File: config.mk
export PLATFORM = sky130hd
export DESIGN_NAME = intra16_dc_pred
export DESIGN_NICKNAME = d
export VERILOG_FILES = /design/src/rtl/intra16_dc_pkg.sv /design/src/rtl/dcp_edge_gather.sv /design/src/rtl/dcp_lane_accum.sv /design/src/rtl/dcp_round_norm.sv /design/src/rtl/intra16_dc_pred.sv
export SDC_FILE = /design/constraint.sdc
export NUM_CORES = 1
export LEC_CHECK = 0
export BUFFER_PORTS_ARGS = -buffer_cell sky130_fd_sc_hd__buf_2
export CAP_MARGIN = 0
export CELL_PAD_IN_SITES_DETAIL_PLACEMENT = 1
export CELL_PAD_IN_SITES_GLOBAL_PLACEMENT = 2
export CORE_MARGIN = 2
export CORE_UTILIZATION = 35
export DETAILED_ROUTE_END_ITERATION = 8
export HOLD_SLACK_MARGIN = 0.15
export MAX_ROUTING_LAYER = met4
export PLACE_DENSITY_LB_ADDON = 0.1
export SETUP_SLACK_MARGIN = 0.02
export SLEW_MARGIN = 20
export SYNTH_ARGS = -nofsm -noshare
export SYNTH_HDL_FRONTEND = slang
export SYNTH_SLANG_ARGS = --single-unit
File: constraint.sdc
create_clock -name clk -period 12.8 [get_ports clk]
set_input_delay 1.92 -clock clk [delete_from_list [all_inputs] [get_ports clk]]
set_output_delay 1.92 -clock clk [all_outputs]
set_load 0.05 [all_outputs]
File: src/rtl/intra16_dc_pkg.sv
package intra16_dc_pkg;

    localparam int PIX_W      = 8;
    localparam int EDGE_LEN   = 16;
    localparam int NBR_BYTES  = 2 * EDGE_LEN + 1;
    localparam int TOP_BASE   = EDGE_LEN + 1;
    localparam int TOTAL_PIX  = 2 * EDGE_LEN;
    localparam int PIX_MAX    = (1 << PIX_W) - 1;
    localparam int SUM_W      = $clog2(TOTAL_PIX * PIX_MAX + 1);
    localparam int AVAIL_W    = 3;
    localparam int LEFT_BIT   = 0;
    localparam int TOP_BIT    = 2;
    localparam int BASE_SHIFT = 3;
    localparam int RND_STEP   = 8;
    localparam logic [PIX_W-1:0] DC_NONE = PIX_W'(1 << (PIX_W - 1));

    typedef enum logic [1:0] {
        ST_IDLE = 2'd0,
        ST_ACC  = 2'd1,
        ST_FIN  = 2'd2
    } dc_state_e;

    typedef struct packed {
        logic left;
        logic top;
        logic none;
    } edge_av_t;

    function automatic edge_av_t decode_avail(input logic [AVAIL_W-1:0] m);
        edge_av_t r;
        r.left = m[LEFT_BIT];
        r.top  = m[TOP_BIT];
        r.none = (m == '0);
        return r;
    endfunction

    function automatic logic [PIX_W-1:0] dc_normalize(input logic [SUM_W-1:0] sum,
                                                      input edge_av_t av);
        int unsigned n_edges;
        logic [SUM_W+1:0] acc;
        n_edges = int'(av.left) + int'(av.top);
        acc = {2'b00, sum} + (SUM_W+2)'(RND_STEP * n_edges);
        acc = acc >> (BASE_SHIFT + n_edges);
        if (av.none)
            return DC_NONE;
        if (acc > (SUM_W+2)'(PIX_MAX))
            return PIX_W'(PIX_MAX);
        return acc[PIX_W-1:0];
    endfunction

endpackage

File: src/rtl/dcp_edge_gather.sv
module dcp_edge_gather
    import intra16_dc_pkg::*;
(
    input  logic [NBR_BYTES*PIX_W-1:0] nbr,
    input  edge_av_t                   av,
    output logic [TOTAL_PIX*PIX_W-1:0] pix
);

    for (genvar p = 0; p < TOTAL_PIX; p++) begin : g_pix
        if (p < EDGE_LEN) begin : g_left
            assign pix[p*PIX_W +: PIX_W] =
                av.left ? nbr[p*PIX_W +: PIX_W] : '0;
        end else begin : g_top
            assign pix[p*PIX_W +: PIX_W] =
                av.top ? nbr[(TOP_BASE + p - EDGE_LEN)*PIX_W +: PIX_W] : '0;
        end
    end

endmodule

File: src/rtl/dcp_lane_accum.sv
module dcp_lane_accum
    import intra16_dc_pkg::*;
#(
    parameter int LANES = 4,
    localparam int STEPS = TOTAL_PIX / LANES,
    localparam int IDX_W = (STEPS > 1) ? $clog2(STEPS) : 1
) (
    input  logic                       clk,
    input  logic                       rst,
    input  logic                       clr,
    input  logic                       en,
    input  logic [IDX_W-1:0]           idx,
    input  logic [TOTAL_PIX*PIX_W-1:0] pix,
    output logic [SUM_W-1:0]           sum
);

    logic [SUM_W-1:0] part;
    logic [SUM_W-1:0] sum_q;

    always_comb begin
        part = '0;
        for (int l = 0; l < LANES; l++) begin
            part = part + SUM_W'(pix[(int'(idx) * LANES + l) * PIX_W +: PIX_W]);
        end
    end

    always_ff @(posedge clk) begin
        if (rst || clr)
            sum_q <= '0;
        else if (en)
            sum_q <= sum_q + part;
    end

    assign sum = sum_q;

endmodule

File: src/rtl/dcp_round_norm.sv
module dcp_round_norm
    import intra16_dc_pkg::*;
(
    input  logic             clk,
    input  logic             rst,
    input  logic             load,
    input  logic [SUM_W-1:0] sum,
    input  edge_av_t         av,
    output logic [PIX_W-1:0] dc,
    output logic             done
);

    always_ff @(posedge clk) begin
        if (rst) begin
            dc   <= '0;
            done <= 1'b0;
        end else begin
            done <= load;
            if (load)
                dc <= dc_normalize(sum, av);
        end
    end

endmodule

File: src/rtl/intra16_dc_pred.sv
module intra16_dc_pred
    import intra16_dc_pkg::*;
#(
    parameter int LANES = 4
) (
    input  logic                       clk,
    input  logic                       rst,
    input  logic                       start_i,
    input  logic [AVAIL_W-1:0]         avail_i,
    input  logic [NBR_BYTES*PIX_W-1:0] nbr_i,
    output logic [PIX_W-1:0]           dc_o,
    output logic                       done_o
);

    localparam int STEPS = TOTAL_PIX / LANES;
    localparam int IDX_W = (STEPS > 1) ? $clog2(STEPS) : 1;

    dc_state_e                  state;
    logic [IDX_W-1:0]           idx_q;
    logic [NBR_BYTES*PIX_W-1:0] nbr_q;
    logic [AVAIL_W-1:0]         mask_q;
    logic [TOTAL_PIX*PIX_W-1:0] pix;
    logic [SUM_W-1:0]           sum;
    edge_av_t                   av;
    logic                       busy;
    logic                       accept;

    assign busy   = (state != ST_IDLE);
    assign accept = start_i && !busy;
    assign av     = decode_avail(mask_q);

    always_ff @(posedge clk) begin
        if (rst) begin
            state  <= ST_IDLE;
            idx_q  <= '0;
            nbr_q  <= '0;
            mask_q <= '0;
        end else begin
            case (state)
                ST_IDLE: begin
                    if (start_i) begin
                        nbr_q  <= nbr_i;
                        mask_q <= avail_i;
                        idx_q  <= '0;
                        state  <= ST_ACC;
                    end
                end
                ST_ACC: begin
                    idx_q <= idx_q + 1'b1;
                    if (idx_q == IDX_W'(STEPS - 1))
                        state <= ST_FIN;
                end
                default: state <= ST_IDLE;
            endcase
        end
    end

    dcp_edge_gather u_gather (
        .nbr (nbr_q),
        .av  (av),
        .pix (pix)
    );

    dcp_lane_accum #(.LANES(LANES)) u_accum (
        .clk (clk),
        .rst (rst),
        .clr (accept),
        .en  (state == ST_ACC),
        .idx (idx_q),
        .pix (pix),
        .sum (sum)
    );

    dcp_round_norm u_norm (
        .clk  (clk),
        .rst  (rst),
        .load (state == ST_FIN),
        .sum  (sum),
        .av   (av),
        .dc   (dc_o),
        .done (done_o)
    );

endmodule

### After elaboration in Yosys (flattened, before gate mapping)

Index checks and enable logic that the tools add are counted.

| storage, ports and cells | value |
|---|---|
| flip-flop bits (word level) | 294 |
| input port bits | 270 |
| word-level logic and storage cells | 87 |

| operators by class | value |
|---|---|
| add/subtract/negate cells | 11 |
| order comparisons | 1 |
| equality and inequality tests | 5 |
| shifts and indexed selects | 5 |
| multiplexer cells | 48 |
| reduce and logical (&&, ||, !) cells | 10 |

Operators with widths:

| kind | number |
|---|---|
| 256-bit by 32-bit indexed part select with 8-bit output | 3 |
| 8-bit two-way mux | 36 |
| 256-bit by 9-bit indexed part select with 8-bit output | 1 |
| 2-bit by 32-bit adder with 32-bit output (first input constant) | 1 |
| 15-bit by 32-bit right shift with 15-bit output | 1 |
| 13-bit by 8-bit adder with 13-bit output | 2 |
| 13-bit by 15-bit adder with 15-bit output | 1 |
| 15-bit by 8-bit greater-than comparator with 1-bit output (second input constant) | 1 |
| 13-bit adder | 1 |
| 5-bit by 2-bit adder with 6-bit output (second input constant) | 2 |
| 8-bit by 8-bit adder with 9-bit output | 1 |
| 1-bit two-way mux | 7 |
| 5-bit by 1-bit adder with 6-bit output (second input constant) | 1 |
| 3-bit case mux with 2 select lines | 1 |
| 2-bit AND reduction | 3 |
| 2-bit two-way mux | 2 |
| 2-bit != test (second input constant) | 2 |
| 2-bit case mux with 2 select lines | 1 |
| 2-bit nonzero test | 2 |
| 3-bit by 1-bit adder with 3-bit output (second input constant) | 1 |
| 3-bit == test (second input constant) | 1 |
| 3-bit logical NOT | 1 |
| 3-bit two-way mux | 1 |
| 1-bit by 1-bit adder with 2-bit output | 1 |
| other kinds (6) | 6 |

### Depth between registers and ports, before layout

| depth | value |
|---|---|
| depth after elaboration | 10 |
| gate-level depth with buffers | 24 |
| mapped depth without buffers | 22 |

### Hierarchy

A second synthesis with hierarchy kept.

| unflattened totals | value |
|---|---|
| cells, all modules | 1894 |
| area, all modules | 18599.1 µm² |

Modules (own cells, without submodules):

| module | instances | cells an instance | area each (µm²) |
|---|---|---|---|
| intra16_dc_pred | 1 | 1182 | 12170.4 |
| dcp_lane_accum | 1 | 287 | 3437.0 |
| dcp_edge_gather | 1 | 284 | 1909.3 |
| dcp_round_norm | 1 | 141 | 1082.3 |

### Least setup slack after synthesis

No wires, ideal clock.

| timing path | value |
|---|---|
| path type | register to register |
| from | register idx_q[0] |
| to | register u_accum.sum_q[12] (netlist: u_accum.sum[12]) |
| arrival time | 5429 ps |
| required time | 12726 ps |
| path slack | 7297 ps |
| stages on the path, launching flop included | 23 |
| buffers on the path | 2 |
| period minus slack after synthesis | 5503 ps |
| path through | dfxtp_1 > clkbuf_1 > buf_1 > mux4_2 > a22o_1 > ha_1 > inv_1 > fa_1 > nor2b_1 > o21ai_0 > a21boi_0 > o21ai_0 > nand2b_1 > xnor2_1 > fa_1 > inv_1 > fa_1 > ha_1 > o21ai_0 > o21ai_0 > or3b_2 > a211o_1 > o21ai_0 |

| between the ends | value |
|---|---|
| longest elaborated chain between the ends | 6 |
| elaborated cells on any way between the ends | 11 |
| those cells by class | add/sub (7); shift (4) |

RTL lines:

| what | RTL line | text |
|---|---|---|
| start: declaration | intra16_dc_pred.sv:19 | `logic [IDX_W-1:0] idx_q;` |
| start signal: assignment | intra16_dc_pred.sv:49 | `idx_q <= idx_q + 1'b1;` |
| 5-bit by 1-bit adder with 6-bit output | dcp_lane_accum.sv:23 | `part = part + SUM_W'(pix[(int'(idx) * LANES + l) * PIX_W +: PIX_W]);` |
| 256-bit by 32-bit indexed part select with 8-bit output | dcp_lane_accum.sv:23 |  |
| 8-bit by 8-bit adder with 9-bit output | dcp_lane_accum.sv:23 |  |
| 13-bit by 8-bit adder with 13-bit output | dcp_lane_accum.sv:23 |  |
| 13-bit by 8-bit adder with 13-bit output * | dcp_lane_accum.sv:23 |  |
| 13-bit adder * | dcp_lane_accum.sv:31 | `sum_q <= sum_q + part;` |
| end signal: assignment | dcp_lane_accum.sv:31 |  |
| end: declaration | dcp_lane_accum.sv:18 | `logic [SUM_W-1:0] sum_q;` |

Every way passes the cells marked *; elsewhere a longest branch is shown, timed or not.
A chain may end at the register's enable or synchronous reset.

### Final worst setup path

Ends and elaborated chain as after synthesis.

==> out/results.ini <==
[worst_setup_path]
worstPathRequired_ns = 13.30
critPathKind = flop to flop
reg2regPathDepth = 18
reg2reg_setup_slack_ns = 6.61
cp_max_fo = 39
endpoint_kind = flop
r2r-end = u_accum.sum[12]
arrival_ns = 6.68
worst_setup_path_start_kind = flop
worstReg2RegStart = idx_q[0]

[sta]
timing_hold_violations_final = 0
slew_headroom_pct = 26.2
worstMarginPinSlew_ns = 1.11
fin_skew_ns = 0.0210
clock.fmax_mhz = 162
rsz0062_at_grt = no
period_minus_slack_ns = 6.19
drv_slew = 0
layout_setup_ws_ns = 6.61
fin_crit_sh_pct = 48.3
fin_tns_setup_ns = 0
setup_viol = 0

[outcome]
outcome = finished clean

[floorplan]
die_area_mm2 = 0.0411
coreArea_mm2 = 0.0388
num_rows = 72
die_w_um = 203
start_util_pct = 35.6
die_y_um = 203
ioPinCount = 279

[min_path]
min_path_type = flop to flop
hold_path_depth = 2
min_to = nbr_q[219]
min-delay-start = nbr_q[219]

[flow_run]
maxCapViolCount = 0

[pwr]
peakVddDrop_mv = 0.106
leakagePower_uw = 0.00657
finalPower_uw = 2070
power.density_mw_per_mm2 = 126

[cells_and_area]
nets = 2150
drive_gt1_share_pct = 22.1
synthToLayoutAreaGrowth_pct = 18.7
finish.utilization_pct = 42.3

[clock_network]
insertion_delay_ns = 0.58
cts_setup_buffers = 0
ctsHoldBuffers = 0
cts_made_buffers = 31
clkTransAtPathRegs_ns = 0.06
cts_tree = done
clockRootBuffer = clkbuf_16
cts_resized = 0
cts_max_level = 1
clockBufferDepth = 3
cts_num_sinks = 286

[detailed_routing]
routedWlPerCell_um = 18.7
drtPass1Iterations = 4
wl_um = 44800
drc = 0
routed_via_density = 5.04
drt-initial-drc-count = 584
vias = 12100
final_antenna_net_count = 0

[grt]
grt_antenna_before_repair = 22
grt_pass1_wl_um = 70300
grt_pass1_vias = 12600
grt_usage_pct = 22.3
grt_max_degree = 220
grt_overflow_total = 0

[logic_synthesis]
yosys-top-cells-area = dfxtp_1, nand2_1, a21oi_1
seq_area_frac_synth_pct = 41.4
yosysTopAreaCell = dfxtp_1
synth_top_area_share_pct = 41.4
synth.distinct_cells = 67
synth_fp_nets = 1968
avgSynthCellArea_um2 = 8.36
synth_flop_cell = dfxtp_1
syn_area_mm2 = 0.0138
synth_cells = 1652
ys_warn_count = 0
ys_async_sr_fraction_pct = 0
synth_edf_count = 0
yosys_register_bits = 286

[placement]
place_hpwl_um = 31600
place_ws_ns = 6.53
globalplace.congestion = 0.800
io_buffers = 270

report_power, final:
part	total [uW]	switching (uW)	internal [uW]	leakage, uW
registers	974	32.8	941	0.00235
clock network	824	358	466	0.000441
logic	269	159	110	0.00378
critical path: stages (launching register included):
cell and delay [ns]:
dfxtp_4 0.86, buf_4 0.69, mux4_2 0.61, a22o_1 0.21, ha_1 0.33, o21ai_0 0.14
a21boi_0 0.16, o21ai_0 0.17, nand2b_1 0.11, xnor2_1 0.16, fa_1 0.54, inv_1 0.05
fa_1 0.45, ha_1 0.32, o21ai_0 0.15, o21ai_0 0.31, or3b_2 0.51, a211o_1 0.27
o21ai_0 0.06
logic make-up after synthesis:
group	Yosys count	share of synthesized area [%]
buffers and inverters	175	4.88
AOI/OAI and AO/OA	399	16.9
xor gates and xnor gates	10	0.634
and+or+nand+nor	654	19.4
adders and majority gates	46	5.14
muxes	82	11.6
DFF	286	41.4
synth_stat cells, types with 8 or more instances:
cell      count
a21oi_1     292
a22o_1       27
buf_2         8
clkbuf_1    115
dfxtp_1     286
fa_1         18
ha_1         28
inv_1        43
mux2i_1      15
mux4_2       61
nand2_1     546
nand2b_1      8
nand3_1      14
nor2_1       37
nor3_1        9
o21ai_0      18
layer usage:
| metal | vias to the layer above | track usage, % | wire [um] |
|---|---|---|---|
| met5 | - | - | 0 |
| met4 | 0 | 5.89 | 986 |
| met3 | 49 | 4.82 | 2190 |
| met2 | 181 | 37.3 | 22200 |
| met1 | 5803 | 27.4 | 19400 |
| li1 | 6021 | - | - |
layout by cell type (no fill, tap or decap), types with 9 or more instances in the layout:
cell type and n:
dfxtp_1 284, clkbuf_16 31, mux4_2 61, ha_1 28, a22o_1 27, fa_1 18
nand3_1 14, a21oi_1 292, buf_2 269, inv_1 43, nor2_1 36, o21ai_0 18
nor3_1 9, nand2_1 545, mux2i_1 15, diode_2 23, clkbuf_1 10
worst max-delay path by stage:
stage,slack (ns),start,endpoint
finish,6.61,idx_q[0],u_accum.sum[12]
global route,6.14,idx_q[0],u_accum.sum[12]
CTS,6.50,idx_q[0],u_accum.sum[12]
detailed placement,6.53,idx_q[0],u_accum.sum[12]
global placement,6.55,idx_q[0],u_accum.sum[12]
floorplan,7.30,idx_q[0],u_accum.sum[12]
area by class of cell:
| class | count | area, um2 |
|---|---|---|
| Antenna cell | 23 | 57.6 |
| Inverter | 44 | 165 |
| Multi-Input combinational cell | 1191 | 7430 |
| Clock inverter | 5 | 45.0 |
| Clock buffer | 45 | 868 |
| Sequential cell | 286 | 5730 |
| Timing Repair Buffer | 280 | 1460 |
| Tap cell | 518 | 648 |
| Fill cell | 4745 | 22400 |
registers in the layout, indices dropped and copies added, names as in the netlist:
name	flops
u_norm.done	1
mask_q	3
nbr_q	256
u_accum.sum	13
u_norm.dc	8
state	2
idx_q	3
metrics by stage:
stage	instance area (um2)	hold slack, ns	cells
after floorplan	13800	0.433	1652
after global placement	15400	0.439	2319
after detailed placement	15400	0.444	2319
after CTS	16300	0.452	2369
after global routing	16400	0.470	2391
final	16400	0.450	2392
No activity file was read; power rests on OpenSTA's default activity.
